$ cat config.mk
export PLATFORM = sky130hd
export DESIGN_NAME = prec_sample_writer
export DESIGN_NICKNAME = d
export VERILOG_FILES = /design/src/rtl/sampwr_pkg.sv /design/src/rtl/sampwr_counter.sv /design/src/rtl/sampwr_recwr.sv /design/src/rtl/prec_sample_writer.sv
export SDC_FILE = /design/constraint.sdc
export NUM_CORES = 1
export LEC_CHECK = 0
export ABC_AREA = 1
export BUFFER_PORTS_ARGS = -buffer_cell sky130_fd_sc_hd__buf_2
export CAP_MARGIN = 20
export CORE_MARGIN = 2
export CORE_UTILIZATION = 35
export DETAILED_ROUTE_END_ITERATION = 10
export PLACE_DENSITY_LB_ADDON = 0.2
export SLEW_MARGIN = 40
export SYNTH_ARGS = -nofsm -noshare
export SYNTH_HDL_FRONTEND = slang
export SYNTH_SLANG_ARGS = --single-unit
$ cat constraint.sdc
create_clock -name clk -period 2.7 [get_ports clk]
set_input_delay 0.54 -clock clk [delete_from_list [all_inputs] [get_ports clk]]
set_output_delay 0.54 -clock clk [all_outputs]
set_load 0.03 [all_outputs]
$ cat src/rtl/sampwr_pkg.sv
package sampwr_pkg;
    localparam int unsigned WORD_BITS  = 64;
    localparam int unsigned WORD_BYTES = WORD_BITS / 8;

    typedef enum logic {
        WR_IDLE = 1'b0,
        WR_BUSY = 1'b1
    } wr_state_e;
endpackage

$ cat src/rtl/sampwr_counter.sv
module sampwr_counter #(
    parameter int unsigned CNT_W = 8
) (
    input  logic             clk,
    input  logic             rst_n,
    input  logic             en_i,
    input  logic             event_i,
    input  logic             load_i,
    input  logic [CNT_W-1:0] preset_i,
    output logic             wrap_o
);
    typedef struct packed {
        logic [CNT_W-1:0] cnt;
    } cnt_state_t;

    cnt_state_t cnt_d, cnt_q;
    logic       hit;

    always_comb begin
        cnt_d = cnt_q;
        hit   = en_i && event_i && (cnt_q.cnt == {CNT_W{1'b1}});
        if (load_i) begin
            cnt_d.cnt = preset_i;
        end else if (hit) begin
            cnt_d.cnt = preset_i;
        end else if (en_i && event_i) begin
            cnt_d.cnt = cnt_q.cnt + 1'b1;
        end
    end

    always_ff @(posedge clk) begin
        if (!rst_n) cnt_q <= '0;
        else        cnt_q <= cnt_d;
    end

    assign wrap_o = hit;
endmodule

$ cat src/rtl/sampwr_recwr.sv
module sampwr_recwr
    import sampwr_pkg::*;
#(
    parameter int unsigned ADDR_W  = 16,
    parameter int unsigned NUM_GPR = 4
) (
    input  logic                          clk,
    input  logic                          rst_n,
    input  logic                          wrap_i,
    input  logic [WORD_BITS-1:0]          ip_i,
    input  logic [WORD_BITS-1:0]          flags_i,
    input  logic [NUM_GPR*WORD_BITS-1:0]  gpr_i,
    input  logic                          idx_wr_i,
    input  logic [ADDR_W-1:0]             idx_wdata_i,
    input  logic [ADDR_W-1:0]             abs_max_i,
    input  logic [ADDR_W-1:0]             thresh_i,
    input  logic                          irq_clr_i,
    input  logic                          mem_ready_i,
    output logic                          mem_valid_o,
    output logic [ADDR_W-1:0]             mem_addr_o,
    output logic [WORD_BITS-1:0]          mem_data_o,
    output logic [ADDR_W-1:0]             idx_o,
    output logic                          irq_o,
    output logic                          full_o
);
    localparam int unsigned NUM_WORDS = NUM_GPR + 2;
    localparam int unsigned WCNT_W    = $clog2(NUM_WORDS);
    localparam int unsigned REC_BYTES = NUM_WORDS * WORD_BYTES;
    localparam int unsigned SHIFT     = $clog2(WORD_BYTES);

    typedef struct packed {
        wr_state_e                           st;
        logic [WCNT_W-1:0]                   word;
        logic                                pend;
        logic [ADDR_W-1:0]                   idx;
        logic                                irq;
        logic                                full;
        logic [NUM_WORDS-1:0][WORD_BITS-1:0] snap;
    } wr_state_t;

    wr_state_t                           wr_d, wr_q;
    logic [NUM_WORDS-1:0][WORD_BITS-1:0] snap_in;
    logic                                last_word;
    logic [ADDR_W-1:0]                   idx_next;
    logic                                irq_set;

    always_comb begin
        wr_d      = wr_q;
        irq_set   = 1'b0;
        snap_in   = {gpr_i, flags_i, ip_i};
        last_word = (wr_q.word == WCNT_W'(NUM_WORDS - 1));
        idx_next  = wr_q.idx + ADDR_W'(REC_BYTES);

        case (wr_q.st)
            WR_IDLE: begin
                if (idx_wr_i) begin
                    wr_d.idx  = idx_wdata_i;
                    wr_d.full = 1'b0;
                    wr_d.pend = wr_q.pend | wrap_i;
                end else if (wr_q.pend || wrap_i) begin
                    wr_d.pend = wr_q.pend && wrap_i;
                    if (wr_q.idx >= abs_max_i) begin
                        wr_d.full = 1'b1;
                    end else begin
                        wr_d.st   = WR_BUSY;
                        wr_d.word = '0;
                        wr_d.snap = snap_in;
                    end
                end
            end
            WR_BUSY: begin
                if (wrap_i) wr_d.pend = 1'b1;
                if (mem_ready_i) begin
                    if (last_word) begin
                        wr_d.st  = WR_IDLE;
                        wr_d.idx = idx_next;
                        irq_set  = (idx_next >= thresh_i);
                    end else begin
                        wr_d.word = wr_q.word + 1'b1;
                    end
                end
            end
            default: wr_d.st = WR_IDLE;
        endcase

        if (irq_clr_i) wr_d.irq = 1'b0;
        if (irq_set)   wr_d.irq = 1'b1;
    end

    always_ff @(posedge clk) begin
        if (!rst_n) wr_q <= '0;
        else        wr_q <= wr_d;
    end

    assign mem_valid_o = (wr_q.st == WR_BUSY);
    assign mem_addr_o  = wr_q.idx + (ADDR_W'(wr_q.word) << SHIFT);
    assign mem_data_o  = wr_q.snap[wr_q.word];
    assign idx_o       = wr_q.idx;
    assign irq_o       = wr_q.irq;
    assign full_o      = wr_q.full;
endmodule

$ cat src/rtl/prec_sample_writer.sv
module prec_sample_writer
    import sampwr_pkg::*;
#(
    parameter int unsigned CNT_W   = 8,
    parameter int unsigned ADDR_W  = 16,
    parameter int unsigned NUM_GPR = 4
) (
    input  logic                         clk,
    input  logic                         rst_n,
    input  logic                         count_en,
    input  logic                         event_in,
    input  logic                         preset_wr,
    input  logic [CNT_W-1:0]             preset_val,
    input  logic [WORD_BITS-1:0]         state_ip,
    input  logic [WORD_BITS-1:0]         state_flags,
    input  logic [NUM_GPR*WORD_BITS-1:0] state_gpr,
    input  logic                         idx_wr,
    input  logic [ADDR_W-1:0]            idx_wdata,
    input  logic [ADDR_W-1:0]            abs_max,
    input  logic [ADDR_W-1:0]            irq_thresh,
    input  logic                         irq_clr,
    output logic                         mem_valid,
    output logic [ADDR_W-1:0]            mem_addr,
    output logic [WORD_BITS-1:0]         mem_data,
    input  logic                         mem_ready,
    output logic [ADDR_W-1:0]            idx_out,
    output logic                         irq,
    output logic                         buf_full
);
    logic wrap;

    sampwr_counter #(.CNT_W(CNT_W)) i_counter (
        .clk      (clk),
        .rst_n    (rst_n),
        .en_i     (count_en),
        .event_i  (event_in),
        .load_i   (preset_wr),
        .preset_i (preset_val),
        .wrap_o   (wrap)
    );

    sampwr_recwr #(.ADDR_W(ADDR_W), .NUM_GPR(NUM_GPR)) i_recwr (
        .clk         (clk),
        .rst_n       (rst_n),
        .wrap_i      (wrap),
        .ip_i        (state_ip),
        .flags_i     (state_flags),
        .gpr_i       (state_gpr),
        .idx_wr_i    (idx_wr),
        .idx_wdata_i (idx_wdata),
        .abs_max_i   (abs_max),
        .thresh_i    (irq_thresh),
        .irq_clr_i   (irq_clr),
        .mem_ready_i (mem_ready),
        .mem_valid_o (mem_valid),
        .mem_addr_o  (mem_addr),
        .mem_data_o  (mem_data),
        .idx_o       (idx_out),
        .irq_o       (irq),
        .full_o      (buf_full)
    );
endmodule

==> results of run 1 <==
-- path summary, 6_finish.rpt --
kind | endpoint | slack [ps] | depth (start not counted)
max | mem_addr[11] | -130 | 10
min | i_recwr.irq_o | 220 | 4
max reg2reg | i_recwr.wr_q[26] | 190 | 9
min reg2reg | i_recwr.wr_q[53] | 440 | 2
-- registers in the layout (all words and copies together), names as in the netlist --
register / count
i_recwr.wr_q: 388
i_recwr.irq_o: 1
i_recwr.idx_o: 16
i_recwr.full_o: 1
i_counter.cnt_q: 8
i_recwr.mem_valid_o: 1
-- timing repair --
item,4_1_cts,5_1_grt
pin swaps,12,16
hold endpoints to repair,0,0
gates cloned,5,10
endpoints found under the setup margin,73,75
buffers inserted,5,12
resized for setup,108,100
-- power groups by stage --
| stage | registers [mW] | clock network, mW | logic, mW |
|---|---|---|---|
| global placement | 6.32 | 0 | 0.951 |
| floorplan | 6.31 | 0 | 0.484 |
| finish | 6.19 | 6.74 | 0.993 |
| detailed placement | 6.32 | 0 | 0.964 |
| global route | 6.19 | 7.13 | 1.10 |
| CTS | 6.18 | 6.88 | 0.988 |
-- critical path: cells and delay by family, from the launching register on --
| kind | cells | cell delay [ps] |
|---|---|---|
| AND/OR/NAND/NOR | 3 | 310 |
| XOR/XNOR | 1 | 150 |
| AO/OA/AOI/OAI | 1 | 80 |
| adder cells (fa/ha/maj) | 2 | 480 |
| buffers and inverters | 3 | 360 |
| flip-flops | 1 | 360 |
-- final cells by class --
type                            count  share of cell area
Multi-Input combinational cell   1643              0.3333
Sequential cell                   415              0.3255
Timing Repair Buffer              636              0.1691
Inverter                          464             0.06864
Clock buffer                       73             0.05817
Tap cell                          748             0.03659
Clock inverter                     12            0.005773
Antenna cell                       30            0.002935
-- Yosys cell counts, types with 2 or more instances --
library cell,n
o21ai_0,672
a21oi_1,555
inv_1,463
dfxtp_1,415
nand2_1,210
clkbuf_1,152
nor2_1,95
ha_1,39
buf_6,34
buf_4,20
xor2_1,18
nand3_1,16
buf_2,12
buf_1,9
nor3_1,7
a31oi_1,5
xnor2_1,4
a221oi_1,3
o211ai_1,3
nand4_1,2
nor4_1,2
-- through the flow --
step             util  std cells  hold WS [ps]
2_1_floorplan       -       2749         420.0
3_3_place_gp   0.4135       3875         427.2
3_5_place_dp   0.4136       3875         430.9
4_1_cts        0.4520       3970         189.4
5_1_grt        0.4629       4013         224.7
6_report       0.4633       4021         220.3
-- cell families (layout without fill, tap and decap cells) --
group	Yosys count	count (layout)	share of synthesized area
adders and majority gates	40	40	0.02599
muxes	1	1	0.0005121
other	0	30	0
buffers and inverters	691	1185	0.1504
and+or+nand+nor	336	336	0.06747
AOI/OAI and AO/OA	1244	1244	0.3208
xor gates and xnor gates	22	22	0.009858
DFF	415	415	0.4250
-- layer usage --
metal	wire length [um]	vias up	part of all wire
li1	-	9929	-
met1	29850	9114	0.43
met2	32800	545	0.47
met5	57	-	0.00082
met4	2166	8	0.031
met3	4218	121	0.061
==> run metrics, run 1 <==
CP peak stage delay 360 ps; commonest non-fill, non-tap cell in the layout o21ai_0; CTS H-Tree Depth 2; largest net degree at the start of global routing 118; Clock Path Buffers 3; port bufs 546; most frequent cells in the layout o21ai_0, a21oi_1, buf_2; CP arrival 2290 ps; top cells by area, synth dfxtp_1, o21ai_0, a21oi_1, inv_1, nand2_1; P_leak 10.53 nW; # fillers 5622; Synth-to-Final Area Change 30.84%; cts hold-fix bufs 0; 1st-iter DRT viols 985; Yosys top cell area share 0.4250; maximum vdd drop 0.4263 mV; outcome complete, but fails checks; worst-path fanout max 2; failing checks negative setup slack; slowest CP cell dfxtp_4; kind of end point of the critical path output port; flops & latches, synth 415; Fmax 353.3 MHz; min cycle time layout between 2000 and 3000 ps; Final ANT Viol Nets 0; first-pass GRT wire length roughly 100000 um; Syn Area/Cell 7.110 um2; Pwr Density 544.3 mW/mm2; multi-input logic area 0.008524 mm2; Max Slew Vio Count 0; Post-DP Area 0.02283 mm2; Final #Nets 3696; final setup violation count 46; RSZ-0062 raised after global routing yes; setup ws final -130.8 ps; endpoints failing hold 0; GRT Max-Usage Layer met2; Clock power frac 0.484; CTS Sinks slightly above 400; Reg power frac 0.444; Post-DP HPWL 44570 um; post-synthesis async set-or-reset flop share 0; CP Launch Point i_recwr.wr_q[403]; Storage cell area around 0.0083 mm2; Mapped Cells between 2000 and 3000; Combinational Power Share 0.071; # IOs 547; met1 global-route usage 0.2724; Top FF cell, synth dfxtp_1; CTS tree done; top cell type by total area after synthesis dfxtp_1; CTS buffer count 48; vias in the first global route 18670; die height 240.3 um; Initial Utilization 0.3541; internal cell power 10.66 mW; mapped cell area roughly 0.02 mm2; post-synthesis sequential area ratio 0.4250; Worst slew margin 0.6510; worst setup path class flop to output port; Hold Path Class input pin to flop; GRT Residual Overflow 0; hold path startpoint irq_clr; Post-synth EDFFs 0; mean routed wirelength per cell 17.18 um; net switching power 3.261 mW; drt first pass iters 5; die extent in x between 200 and 250 um; reg2reg start i_recwr.idx_o[15]; final WL 69090 um; Die ar. 0.05775 mm2; initial antenna violation count 33; Slew @ Worst Pin 522.9 ps; CP Launch Type flop; clock-pin slew on the worst setup and hold paths 60 ps; Max Cap Viol 0; layout cells sized above 1 0.2371; row cnt 86; clk_skew approximately 12 ps; met2 Use GR 0.3650; via count just under 20000; Data required, critical path 2160 ps; setup_tns -1833 ps; design area between 0.02 and 0.03 mm2; Via density just under 5; Clock Latency Late Sink 570 ps; Residual DRC 0; Tot Pwr 13.92 mW; global-route track usage on met3 0.04478; Ys Warns 0; cells along the critical path ha_4 > inv_2 > fa_2 > nor2_2 > o21ai_2 > nor2_2 > buf_4 > nand2_2 > xor2_1 > buf_4; Core Box Area 0.05520 mm2; pre-CTS WS -22.11 ps; Root Buffer clkbuf_16; Final period util 1.048; Sw Share 0.2343; gr usage total 0.2185; Syn Nets approximately 3200; Final GP Congestion 0.8638; post-synthesis cell type count 34
(Power assumes the default switching activity.)
==> inputs of run 2 (changes only) <==
- CORE_MARGIN: 2 -> 10
- REMOVE_ABC_BUFFERS: unset -> 1
==> run 2 against run 1 <==
Compared with the run above:
- the flow still finishes with violations (negative setup slack)
- fmax down 0.66%
- routed wire length up 11%
- combinational power up 9.8%
- clock power up 3.9%
- via count up 2.2%
- sequential power about the same
- first-iteration DRC count up 33%
- design area up 3.7%
- critical path type unchanged
==> run metrics, run 2 (same netlist as run 1, synthesis figures left out) <==
Clock power frac 0.491; worst-path fanout max 3; endpoints failing hold 0; maximum vdd drop ~0.44 mV; gr usage total 0.2124; CP arrival 2310 ps; Sw Share 0.2370; die extent in x ~260 um; Max Slew Vio Count 0; port bufs ~550; # IOs 547; outcome complete, but fails checks; first-pass GRT wire length ~110000 um; clk_skew 27.71 ps; # fillers 5548; setup_tns -468.4 ps; final WL between 70000 and 80000 um; die height 256.3 um; max reg flops slightly below 400; net switching power 3.380 mW; Most flops, register i_recwr.wr_q; most frequent cells in the layout o21ai_0, a21oi_1, buf_2; Data required, critical path 2160 ps; GRT Residual Overflow 0; vias in the first global route about 20000; largest net degree at the start of global routing 99; row cnt 86; drt first pass iters 5; Crit path max-delay family adder cells; Initial Utilization 0.3541; Die ar. between 0.06 and 0.07 mm2; initial antenna violation count 3; Synth-to-Final Area Change 35.64%; Final GP Congestion 0.9064; CP Launch Type flop; Clock Latency Late Sink 580 ps; Root Buffer clkbuf_16; final setup violation count 4; slowest CP cell fa_2; CTS tree done; failing checks negative setup slack; Final #Nets roughly 3700; cts hold-fix bufs 0; Fmax 350.9 MHz; Pwr Density 538.1 mW/mm2; Hold Path Class input pin to flop; Max Cap Viol 0; Slew @ Worst Pin 520.8 ps; layout cells sized above 1 0.2737; min cycle time layout 2850 ps; commonest non-fill, non-tap cell in the layout o21ai_0; CP peak stage delay 380 ps; mean routed wirelength per cell 19.03 um; cells along the critical path ha_4 > inv_2 > fa_2 > nor2_4 > o21ai_4 > nor2_4 > nand2_1 > xor2_1 > buf_4; P_leak roughly 11 nW; worst setup path class flop to output port; Storage cell area ~0.0083 mm2; Final period util 1.055; Combinational Power Share 0.076; reg2reg start i_recwr.idx_o[7]; CTS buffer count 49; Core Box Area 0.05520 mm2; Buffers & Inverters on Critical Path 2; Via density 4.992; CTS Sinks 415; hold path startpoint state_gpr[169]; Residual DRC 0; Final ANT Viol Nets 0; CTS H-Tree Depth 2; CP Launch Point i_recwr.wr_q[403]; setup ws final -149.6 ps; 1st-iter DRT viols 1312; multi-input logic area between 0.008 and 0.009 mm2; Critical Path Most Common Cell nor2_4; RSZ-0062 raised after global routing yes; kind of end point of the critical path output port; clock-pin slew on the worst setup and hold paths 60 ps; internal cell power 10.89 mW; Reg power frac 0.433; Clock Path Buffers 3; via count 20150; Tot Pwr 14.27 mW; Post-DP HPWL 50560 um; Worst slew margin 0.6528
## run 2: cell types whose count changed in the layout (fill, tap and decap cells not counted), moves of 9 or more
cell / previous run / this run
nand2_2: 2 / 11
o21ai_2: 16 / 34
nand2_1: 208 / 198
a21oi_1: 550 / 497
buf_4: 89 / 111
buf_6: 20 / 39
diode_2: 30 / 3
o21ai_1: 35 / 89
a21oi_2: 5 / 53
o21ai_0: 621 / 547
## run 2: worst min-delay path: stages
cell and delay [ps]:
buf_2 70, o21ai_0 70, a21oi_1 100
## run 2: final timing paths
| check | slack [ps] | cells after the start | to |
|---|---|---|---|
| max | -150 | 9 | mem_addr[13] |
| min | 240 | 3 | i_recwr.wr_q[297] |
| max reg2reg | 80 | 15 | i_recwr.irq_o |
| min reg2reg | 440 | 2 | i_recwr.wr_q[59] |
## run 2: what timing repair did
item / 4_1_cts / 5_1_grt
setup buffers: 4 / 14
cloned: 8 / 13
setup endpoints to repair: 70 / 74
pin swaps: 6 / 13
resized for setup: 122 / 304
endpoints found under the hold margin: 0 / 0
## run 2: final cells by class
type                       count  area share
sequential                   415      0.3139
timing repair buffer         672      0.1807
antenna                        3   0.0002832
clock inverter                19    0.009061
multi-input combinational   1643      0.3373
timing repair inverter         2   0.0008495
clock buffer                  70     0.05569
inverter                     464     0.06697
tap                          748     0.03530
## run 2: metal layers
metal,routed length (um),global-route usage,up-vias
met2,37090,0.3647,640
li1,-,-,9999
met4,2188,0.07390,0
met3,4422,0.03516,108
met5,0,0,-
met1,33110,0.2643,9400
## run 2: power groups by stage
stage                     sequential (mW)  combinational, mW  clock, mW
after floorplan                      6.36              0.353          0
after global placement               6.31               1.04          0
after detailed placement             6.31               1.05          0
after CTS                            6.18               1.08       7.15
after global routing                 6.18               1.20       7.37
final                                6.18               1.09       7.00
## run 2: metrics by stage
step	std cells	setup WS, ps	cell area (um2)	util	hold slack [ps]
floorplan	2522	-7221	18350	-	419.4
global placement	3906	58.71	23020	0.4170	425.7
detailed placement	3906	25.03	23020	0.4170	429.5
CTS	4007	-150.1	25390	0.4600	196.3
global route	4034	-221.4	26510	0.4802	229.1
finish	4036	-149.6	26510	0.4803	236.1
==> inputs of run 3 (changes only) <==
- ABC_AREA: 1 -> 0
- PLACE_DENSITY: unset -> 0.54
- PLACE_DENSITY_LB_ADDON: 0.2 -> unset
- TNS_END_PERCENT: unset -> 20
==> run 3 against run 2 <==
Compared with the run above:
- the run still ends with negative setup slack left
- worst hold slack worse by 37 ps
- sequential power hardly changed
- routed wire length is 10% lower
- clock skew is 6.9 ps lower
- sequential cell count stayed put
- die area is 5.8% higher
- fmax is 1.1% lower
- clock power is 6.7% lower
- highest routed layer is now met5
==> run metrics, run 3 <==
outcome complete, but fails checks; failing checks negative setup slack; Root Buffer clkbuf_16; via count 18500; P_leak 10.35 nW; Clock power frac 0.471; Post-synth EDFFs 0; worst-path fanout max 4; commonest non-fill, non-tap cell in the layout buf_2; mapped cell area 0.02077 mm2; row cnt 89; flops & latches, synth 415; kind of end point of the critical path output port; gr usage total 0.1875; # fillers 5843; Clock Path Buffers 3; non-filler cells in the finished layout approximately 3700; CTS Sinks 415; Yosys top cell area share 0.3999; Final GP Congestion between 0.9 and 1; clock-pin slew on the worst setup and hold paths ~60 ps; Hold Path Class input pin to flop; Mapped Cells 2385; Max Cap Viol 0; net switching power ~3.3 mW; die extent in x between 200 and 300 um; first-pass GRT wire length 106400 um; Ys Warns 0; internal cell power 10.60 mW; top cell type by total area after synthesis dfxtp_1; final setup violation count 74; endpoints failing hold 0; max reg flops 388; post-synthesis cell type count 54; CTS H-Tree Depth 2; Most flops, register i_recwr.wr_q; Combinational Power Share 0.085; initial antenna violation count 2; Final #Nets 3346; Commonest cells post-synth dfxtp_1, nand2_1, o21ai_1, nand3_1, nand3_2; R2R Path End i_recwr.wr_q[262]; cell with the most instances after synthesis dfxtp_1; Post-DP HPWL 50360 um; final WL 68970 um; largest net degree at the start of global routing 129; Clock Latency Late Sink 580 ps; Initial Utilization 0.3526; Synth-to-Final Area Change 28.40%; Slew @ Worst Pin 639.5 ps; # IOs approximately 550; Core Box Area 0.05891 mm2; design area 0.02667 mm2; setup_tns -8575 ps; CP Launch Type flop; Post-DP Area around 0.024 mm2; hold path startpoint state_gpr[251]; post-synthesis async set-or-reset flop share 0; GRT Residual Overflow 0; CTS buffer count 48; most frequent cells in the layout buf_2, dfxtp_1, nand2_1; Final ANT Viol Nets 0; min cycle time layout 2880 ps; layout cells sized above 1 0.3650; hold depth 3; Residual DRC 0; vias in the first global route roughly 19000; die height 263.6 um; port bufs 546; drt first pass iters 5; mean routed wirelength per cell 18.80 um; RSZ-0062 raised after global routing yes; top cells by area, synth dfxtp_1, o21ai_1, nand3_2, nand2_1, mux4_2; post-synthesis sequential area ratio 0.3999; Via density 5.044; reg2reg start i_recwr.idx_o[6]; CTS tree done; Syn Area/Cell 8.710 um2; Data required, critical path 2160 ps; Fmax 347.2 MHz; Max Slew Vio Count 0; worst reg-to-reg setup slack 200 ps; worst setup path class flop to output port; Final period util 1.067; Post-Place Cells 3549; FF-to-FF path depth 11; Sw Share 0.2366; Die ar. between 0.06 and 0.07 mm2; Top FF cell, synth dfxtp_1; clk_skew 20.81 ps; setup ws final -180.3 ps; Reg power frac 0.445; Worst Hold Endpoint i_recwr.wr_q[379]; maximum vdd drop between 0.3 and 0.4 mV; CP arrival 2340 ps; 1st-iter DRT viols 1176; cts hold-fix bufs 0; Worst slew margin 0.5717; Pwr Density 520.6 mW/mm2
==> run 3: cell types whose count changed in the layout (fill, tap and decap cells not counted), sizes merged, moves of 11 or more <==
cell   before  now
xnor2       4   16
inv       466  109
nor2       95   21
nand3      17  401
o21ai     673  408
xor2       18    5
a21oi     556   23
o22ai       0   67
mux4        0   64
nand2     210  410
mux2i       1   74
nor2b       0   11
==> run 3: power by group through the flow <==
stage / registers, mW / clock network [mW] / logic (mW)
after CTS: 6.17 / 6.72 / 1.18
after global placement: 6.31 / 0 / 1.16
final: 6.17 / 6.53 / 1.18
after global routing: 6.17 / 6.95 / 1.29
after floorplan: 6.34 / 0 / 0.332
after detailed placement: 6.31 / 0 / 1.16
==> run 3: area by class of cell <==
type | count | area, um2 | area share
diodes | 2 | 5.005 | 0.0001876
clock buffers | 71 | 1368 | 0.05127
clock inverters | 14 | 216.5 | 0.008115
inverters | 108 | 405.4 | 0.01520
multi-input cells | 1621 | 10930 | 0.4097
flip-flops and latches | 415 | 8324 | 0.3121
well taps | 773 | 967.2 | 0.03626
repair buffers | 664 | 4461 | 0.1672
==> run 3: how the worst max path moves through the flow <==
stage	start	depth (start not counted)	end
floorplan	i_recwr.idx_o[0]	8	i_recwr.wr_q[404]
global placement	abs_max[14]	11	i_recwr.wr_q[277]
detailed placement	abs_max[14]	11	i_recwr.wr_q[326]
CTS	i_recwr.wr_q[403]	8	mem_addr[13]
global route	i_recwr.wr_q[403]	9	mem_addr[11]
finish	i_recwr.wr_q[403]	8	mem_addr[13]
==> run 3: what timing repair did <==
item / CTS / global route
pin swaps: 3 / 8
setup endpoints to repair: 75 / 78
gates resized for setup: 117 / 49
cloned: 4 / 4
buffers inserted: 9 / 15
==> run 3: stage by stage <==
stage                     utilization  setup slack (ps)  hold WS, ps  power (mW)
after floorplan                     -            -10640        430.9       6.674
after global placement         0.4100             24.02        439.4       7.464
after detailed placement       0.4100            -29.49        443.9       7.470
after CTS                      0.4463            -266.1        149.9       14.07
after global routing           0.4527            -316.3        176.2       14.42
final                          0.4528            -180.3        199.0       13.89
==> run 3: cells by family (layout without fill, tap and decap cells) <==
logic type	count (synthesis)	after routing	share of synthesized area
mux	138	138	0.1050
other cells	0	2	0
compound gates	537	537	0.1416
buf+inv	349	857	0.08438
flops	415	415	0.3999
xor+xnor	21	21	0.008854
fa+ha+maj	40	40	0.02445
simple gates	885	885	0.2357
==> run 3: worst max-delay path, stage by stage (launching register included) <==
cell	delay (ps)
dfxtp_4	390
ha_4	140
inv_2	30
fa_2	370
nor2b_4	140
nor2_2	60
or3_1	320
xnor2_1	160
buf_4	180
==> run 3: routing by layer <==
layer,share of wire,track usage,vias up
met5,0.00023,0,-
met4,0.017,0.04287,2
met3,0.058,0.04202,78
met2,0.48,0.3165,524
met1,0.44,0.2391,8657
li1,-,-,9242
